$ cat src/rtl/pat_rd_pkg.sv
package pat_rd_pkg;
    typedef enum logic [0:0] {
        RD_WAIT_SYNC = 1'b0,
        RD_TRACK     = 1'b1
    } rd_state_e;
endpackage

$ cat src/rtl/pat_rd_trim.sv
// Signed per-clock offset step: error scaled by a right shift, sign set by mode.
module pat_rd_trim #(
    parameter int ERR_W      = 16,
    parameter int GAIN_SHIFT = 4,
    localparam int TRIM_W    = ERR_W + 1
) (
    input  logic signed [ERR_W-1:0]  err_in,
    input  logic                     lead_mode,
    output logic signed [TRIM_W-1:0] trim
);
    logic signed [ERR_W-1:0]  scaled;
    logic signed [TRIM_W-1:0] scaled_x;

    always_comb begin
        scaled   = err_in >>> GAIN_SHIFT;
        scaled_x = {scaled[ERR_W-1], scaled};
        trim     = lead_mode ? scaled_x : -scaled_x;
    end
endmodule

$ cat src/rtl/pat_rd_offset.sv
// Phase offset register with symmetric saturation.
module pat_rd_offset #(
    parameter int OFF_W  = 32,
    parameter int TRIM_W = 17,
    localparam int SUM_W = OFF_W + 1
) (
    input  logic                     clk,
    input  logic                     rst_n,
    input  logic                     en,
    input  logic signed [TRIM_W-1:0] trim,
    input  logic [OFF_W-2:0]         limit,
    output logic signed [OFF_W-1:0]  offset_q
);
    logic signed [SUM_W-1:0] sum;
    logic signed [SUM_W-1:0] lim_pos;
    logic signed [SUM_W-1:0] lim_neg;
    logic signed [SUM_W-1:0] clamped;

    always_comb begin
        sum     = {offset_q[OFF_W-1], offset_q}
                + {{(SUM_W-TRIM_W){trim[TRIM_W-1]}}, trim};
        lim_pos = {2'b00, limit};
        lim_neg = -lim_pos;
        if (sum > lim_pos)
            clamped = lim_pos;
        else if (sum < lim_neg)
            clamped = lim_neg;
        else
            clamped = sum;
    end

    always_ff @(posedge clk or negedge rst_n) begin
        if (!rst_n)
            offset_q <= '0;
        else if (en)
            offset_q <= clamped[OFF_W-1:0];
    end
endmodule

$ cat src/rtl/pat_rd_accum.sv
// Free-running nominal phase accumulator, one wrap per line period.
module pat_rd_accum #(
    parameter int ACC_W = 32,
    parameter logic [ACC_W-1:0] STEP = 32'h0100_0000
) (
    input  logic             clk,
    input  logic             rst_n,
    input  logic             en,
    output logic [ACC_W-1:0] acc_q
);
    always_ff @(posedge clk or negedge rst_n) begin
        if (!rst_n)
            acc_q <= '0;
        else if (en)
            acc_q <= acc_q + STEP;
    end
endmodule

$ cat src/rtl/phase_pattern_reader.sv
module phase_pattern_reader
    import pat_rd_pkg::*;
#(
    parameter int          ACC_W      = 32,
    parameter int          ERR_W      = 16,
    parameter int          GAIN_SHIFT = 4,
    parameter int          ADDR_W     = 8,
    parameter int unsigned NOM_INC    = 32'h0100_0000
) (
    input  logic                    clk,
    input  logic                    rst_n,
    input  logic                    line_sync,
    input  logic signed [ERR_W-1:0] err_in,
    input  logic                    lead_mode,
    input  logic [ACC_W-2:0]        off_limit,
    output logic [ACC_W-1:0]        phase_word,
    output logic [ADDR_W-1:0]       tbl_addr,
    output logic signed [ACC_W-1:0] offset_mon
);
    localparam int               TRIM_W = ERR_W + 1;
    localparam logic [ACC_W-1:0] NOM_V  = ACC_W'(NOM_INC);

    rd_state_e state_q, state_d;
    logic      run_en;

    logic signed [TRIM_W-1:0] trim;
    logic signed [ACC_W-1:0]  offset_q;
    logic [ACC_W-1:0]         nom_acc;

    // State register
    always_ff @(posedge clk or negedge rst_n) begin
        if (!rst_n)
            state_q <= RD_WAIT_SYNC;
        else
            state_q <= state_d;
    end

    // Next state: ARM on first sync, RUN thereafter
    always_comb begin
        state_d = state_q;
        unique case (state_q)
            RD_WAIT_SYNC: if (line_sync) state_d = RD_TRACK;
            RD_TRACK:     state_d = RD_TRACK;
            default:      state_d = RD_WAIT_SYNC;
        endcase
    end

    // State outputs
    always_comb begin
        run_en = 1'b0;
        unique case (state_q)
            RD_WAIT_SYNC: run_en = 1'b0;
            RD_TRACK:     run_en = 1'b1;
            default:      run_en = 1'b0;
        endcase
    end

    pat_rd_trim #(
        .ERR_W      (ERR_W),
        .GAIN_SHIFT (GAIN_SHIFT)
    ) u_trim (
        .err_in    (err_in),
        .lead_mode (lead_mode),
        .trim      (trim)
    );

    pat_rd_offset #(
        .OFF_W  (ACC_W),
        .TRIM_W (TRIM_W)
    ) u_offset (
        .clk      (clk),
        .rst_n    (rst_n),
        .en       (run_en),
        .trim     (trim),
        .limit    (off_limit),
        .offset_q (offset_q)
    );

    pat_rd_accum #(
        .ACC_W (ACC_W),
        .STEP  (NOM_V)
    ) u_accum (
        .clk   (clk),
        .rst_n (rst_n),
        .en    (run_en),
        .acc_q (nom_acc)
    );

    // Offset monitor, captured on every line sync
    always_ff @(posedge clk or negedge rst_n) begin
        if (!rst_n)
            offset_mon <= '0;
        else if (line_sync)
            offset_mon <= offset_q;
    end

    always_comb begin
        phase_word = nom_acc + offset_q;
        tbl_addr   = phase_word[ACC_W-1 -: ADDR_W];
    end
endmodule

$ cat config.mk
export PLATFORM = sky130hd
export DESIGN_NAME = phase_pattern_reader
export DESIGN_NICKNAME = d
export VERILOG_FILES = /design/src/rtl/pat_rd_pkg.sv /design/src/rtl/pat_rd_trim.sv /design/src/rtl/pat_rd_offset.sv /design/src/rtl/pat_rd_accum.sv /design/src/rtl/phase_pattern_reader.sv
export SDC_FILE = /design/constraint.sdc
export NUM_CORES = 1
export LEC_CHECK = 0
export CORE_MARGIN = 2
export CORE_UTILIZATION = 30
export CTS_BUF_LIST = sky130_fd_sc_hd__clkbuf_16
export CTS_CLUSTER_SIZE = 10
export DETAILED_ROUTE_END_ITERATION = 6
export PLACE_DENSITY = 0.59
export RECOVER_POWER = 100
export SETUP_SLACK_MARGIN = 0.02
export SYNTH_ARGS = -nofsm -noshare
export SYNTH_HDL_FRONTEND = slang
export SYNTH_SLANG_ARGS = --single-unit
$ cat constraint.sdc
create_clock -name clk -period 11.4 [get_ports clk]
set_clock_uncertainty 0.15 [all_clocks]
set_input_delay 3.42 -clock clk [delete_from_list [all_inputs] [get_ports clk]]
set_output_delay 3.42 -clock clk [all_outputs]
set_load 0.05 [all_outputs]
==> summary.md <==
| Metric | Value |
|---|---|
| Status | `finished, violations left` |
| Violated checks | `max-capacitance violations, max-slew violations` |
| Critical path's slowest cell | `dlygate4sd3_1` |
| Arrival time at the worst endpoint | `10.60 ns` |
| Fin util | `between 30 and 40%` |
| Syn-to-layout area delta | `20.1%` |
| Pre-Repair DR Iteration Count | `5` |
| GRT Util Overall | `18.2%` |
| Slew margin rel. | `-123%` |
| Largest cells by area after synthesis | `dfrtp_1 22%, ha_1 15%, mux2_2 5.2%` |
| YS warnings | `0` |
| Number of global-route vias before repair | `between 7000 and 8000` |
| # diodes | `0` |
| Register area share after synthesis | `between 20% and 30%` |
| Initial antenna violation count | `0` |
| Hold Path Depth | `1` |
| TritonCTS clock tree | `built` |
| Cts hold-fix bufs | `0` |
| Area of the die | `roughly 29000 µm²` |
| DRC viols | `0` |
| Critical path class | `in2reg` |
| Worst min path class | `reg2reg` |
| First-pass GRT wire length | `slightly above 40000 µm` |
| CP startpoint kind | `input pin` |
| Placed Instances | `1395` |
| Cells after Synth | `roughly 1000` |
| Vias per cell | `approximately 5.5` |
| Most common cell after layout, fill and taps aside | `ha_1` |
| Resize count post-CTS | `0` |
| Final worst path period need | `10.59 ns` |
| Clock buffer depth | `2` |
| Maxcap violations | `3` |
| Avg Synthesized Cell Area | `approximately 8.4 µm²` |
| Initial core utilization | `a little under a third` |
| Via count | `between 7000 and 8000` |
| Post-synth ARST share | `100%` |
| Port buffer count | `approximately 120` |
| RSZ-0062 raised after global routing | `false` |
| Register area | `between 1500 and 2000 µm²` |
| Non-filler instance count after layout | `approximately 1400` |
| Die Ht | `170 µm` |
| Fmax | `approximately 94 MHz` |
| Post-synth EDFFs | `0` |
| Final Cycle Share | `92.9%` |
| Wire length per cell | `18.4 µm` |
| Share of post-route cells with drive strength above 1 | `9.07%` |
| Max Slew Vio Count | `roughly 130` |
| CTS Buf Count | `9` |
| Final setup vio count | `0` |
| Largest net degree at the start of global routing | `69` |
| Most frequent cells in the layout | `102 x ha_1, 78 x nand2_1, 73 x dlygate4sd3_1, 73 x dfrtp_1, 62 x a21oi_1` |
| Num rows | `60` |
| Clock-pin slew on the worst setup and hold paths | `~0.06 ns` |
| Core Box Area | `27000 µm²` |
| Yosys cell types | `73` |
| Post-route ant nets | `0` |
| Remaining global-route overflow | `0` |
| Worst skew pair latency | `between 0.3 and 0.4 ns` |
| Syn Nets | `1136` |
| Reg2reg path depth | `23` |
| Worst R2R Start | `u_offset.offset_q[0]` |
| Multi-input logic area | `5710 µm²` |
| H-Tree Depth | `3` |
| Root Buffer | `clkbuf_16` |
| WP data required | `11.41 ns` |
| Cell area after synthesis | `around 8300 µm²` |
| Final WL | `roughly 26000 µm` |
| Total Negative Setup Slacks | `0 ns` |
| CP Capture Type | `flip-flop` |
| Die X | `170 µm` |
| Synth area leader | `dfrtp_1` |
| Routability congestion estimate | `0.933` |
| Synth top area share | `between 20% and 30%` |
| Clock sinks | `73` |
| Main synth FF type | `dfrtp_1` |
| Worst Tran Pin Value | `3.34 ns` |
| Setup Buffers After CTS | `0` |
| Hold Path End | `u_accum.acc_q[31]` |
| I/O Pins | `roughly 120` |
| Final Hold Vio Count | `0` |
| Number of synthesized register bits | `73` |
| CP peak stage delay | `about 0.6 ns` |
| Nets@finish | `~1200` |
| FF-to-FF End | `u_offset.offset_q[27]` |
| Initial DRC count | `521` |
| Dpl hpwl | `20400 µm` |
| Worst Path Max Fanout | `10` |
| R2r setup slk | `around 5.4 ns` |
| Min-delay src | `u_accum.acc_q[31]` |
| Fill count | `~2800` |
## per-layer routing
| metal | part of all wire [%] | vias to the layer above | track usage, % |
|---|---|---|---|
| met2 | 47 | 213 | 30.5 |
| met1 | 47 | 3735 | 24.1 |
| met5 | 0 | - | 0 |
| met4 | 1.5 | 0 | 4.65 |
| li1 | - | 3773 | - |
| met3 | 5.1 | 25 | 3.21 |
## cell usage after synthesis (3+ instances only)
| cell type | n |
|---|---|
| clkbuf_1 | 34 |
| o31a_1 | 4 |
| nor3_1 | 23 |
| o211a_1 | 4 |
| nand2b_1 | 14 |
| ha_1 | 102 |
| a2111oi_0 | 4 |
| xnor2_1 | 48 |
| o211ai_1 | 15 |
| mux2_2 | 38 |
| xor2_1 | 22 |
| o31ai_1 | 8 |
| a31oi_1 | 8 |
| a21o_1 | 35 |
| a21oi_1 | 62 |
| buf_2 | 5 |
| nand4_1 | 18 |
| and3_1 | 7 |
| nor4_2 | 7 |
| a22oi_1 | 3 |
| o311ai_1 | 8 |
| o21a_1 | 10 |
| o311ai_0 | 6 |
| o21ai_0 | 38 |
| buf_6 | 3 |
| inv_1 | 58 |
| o221ai_1 | 5 |
| a21boi_0 | 3 |
| or2_2 | 3 |
| dfrtp_1 | 73 |
| nor4_1 | 21 |
| nor2b_1 | 8 |
| nand2_1 | 78 |
| a211oi_1 | 5 |
| or4_1 | 8 |
| buf_4 | 33 |
| nor2_1 | 60 |
| nand3_1 | 13 |
| o22ai_1 | 7 |
| a221o_1 | 16 |
| and2_1 | 3 |
| o21bai_1 | 5 |
| or3_1 | 16 |
## per-stage QoR
step                      worst slack [ns]  hold slack [ns]  instance area (µm²)
final                                0.811            0.335                 9910
after global routing                 0.328            0.349                 9910
after CTS                             1.22            0.341                 9970
after detailed placement             0.854            0.329                 9690
after global placement               0.939            0.326                 9690
after floorplan                       2.19            0.309                 8260
## worst max-delay path by stage
stage               startpoint                     to  cells after the start  slack [ns]
detailed placement   err_in[4]  u_offset.offset_q[27]                     28        0.85
floorplan            err_in[4]  u_offset.offset_q[16]                     27        2.19
global placement     err_in[4]  u_offset.offset_q[27]                     28        0.94
finish               err_in[4]  u_offset.offset_q[25]                     30        0.81
global route         err_in[4]  u_offset.offset_q[25]                     30        0.33
CTS                  err_in[4]  u_offset.offset_q[16]                     32        1.22
## critical path, delay by kind of cell
family	cells	cell delay (ns)
AO/OA/AOI/OAI	8	1.65
adder cells (fa/ha/maj)	3	0.69
buffers and inverters	6	1.71
AND/OR/NAND/NOR	13	3.14
## kinds of logic after synthesis
group | Yosys count | synth area share, %
compound gates | 269 | 22.8
xor+xnor | 70 | 7.42
fa+ha+maj | 104 | 15.9
buf+inv | 136 | 8.27
flops | 73 | 22.1
mux | 39 | 5.30
simple gates | 290 | 18.2
## registers in the layout (all words and copies together), names as in the netlist
signal and count:
state_q 1, offset_mon 32, u_accum.acc_q 8, u_offset.offset_q 32
## final cells by class
| cell class | instances | area share, % |
|---|---|---|
| inverter | 59 | 2.23 |
| tap | 341 | 4.30 |
| timing repair buffer | 150 | 14.5 |
| clock inverter | 6 | 0.618 |
| multi-input combinational | 772 | 57.6 |
| clock buffer | 9 | 2.27 |
| sequential | 73 | 18.4 |
Power is not shown: default switching activity piles up to over one toggle a cycle in this logic, so the estimate is an artifact.
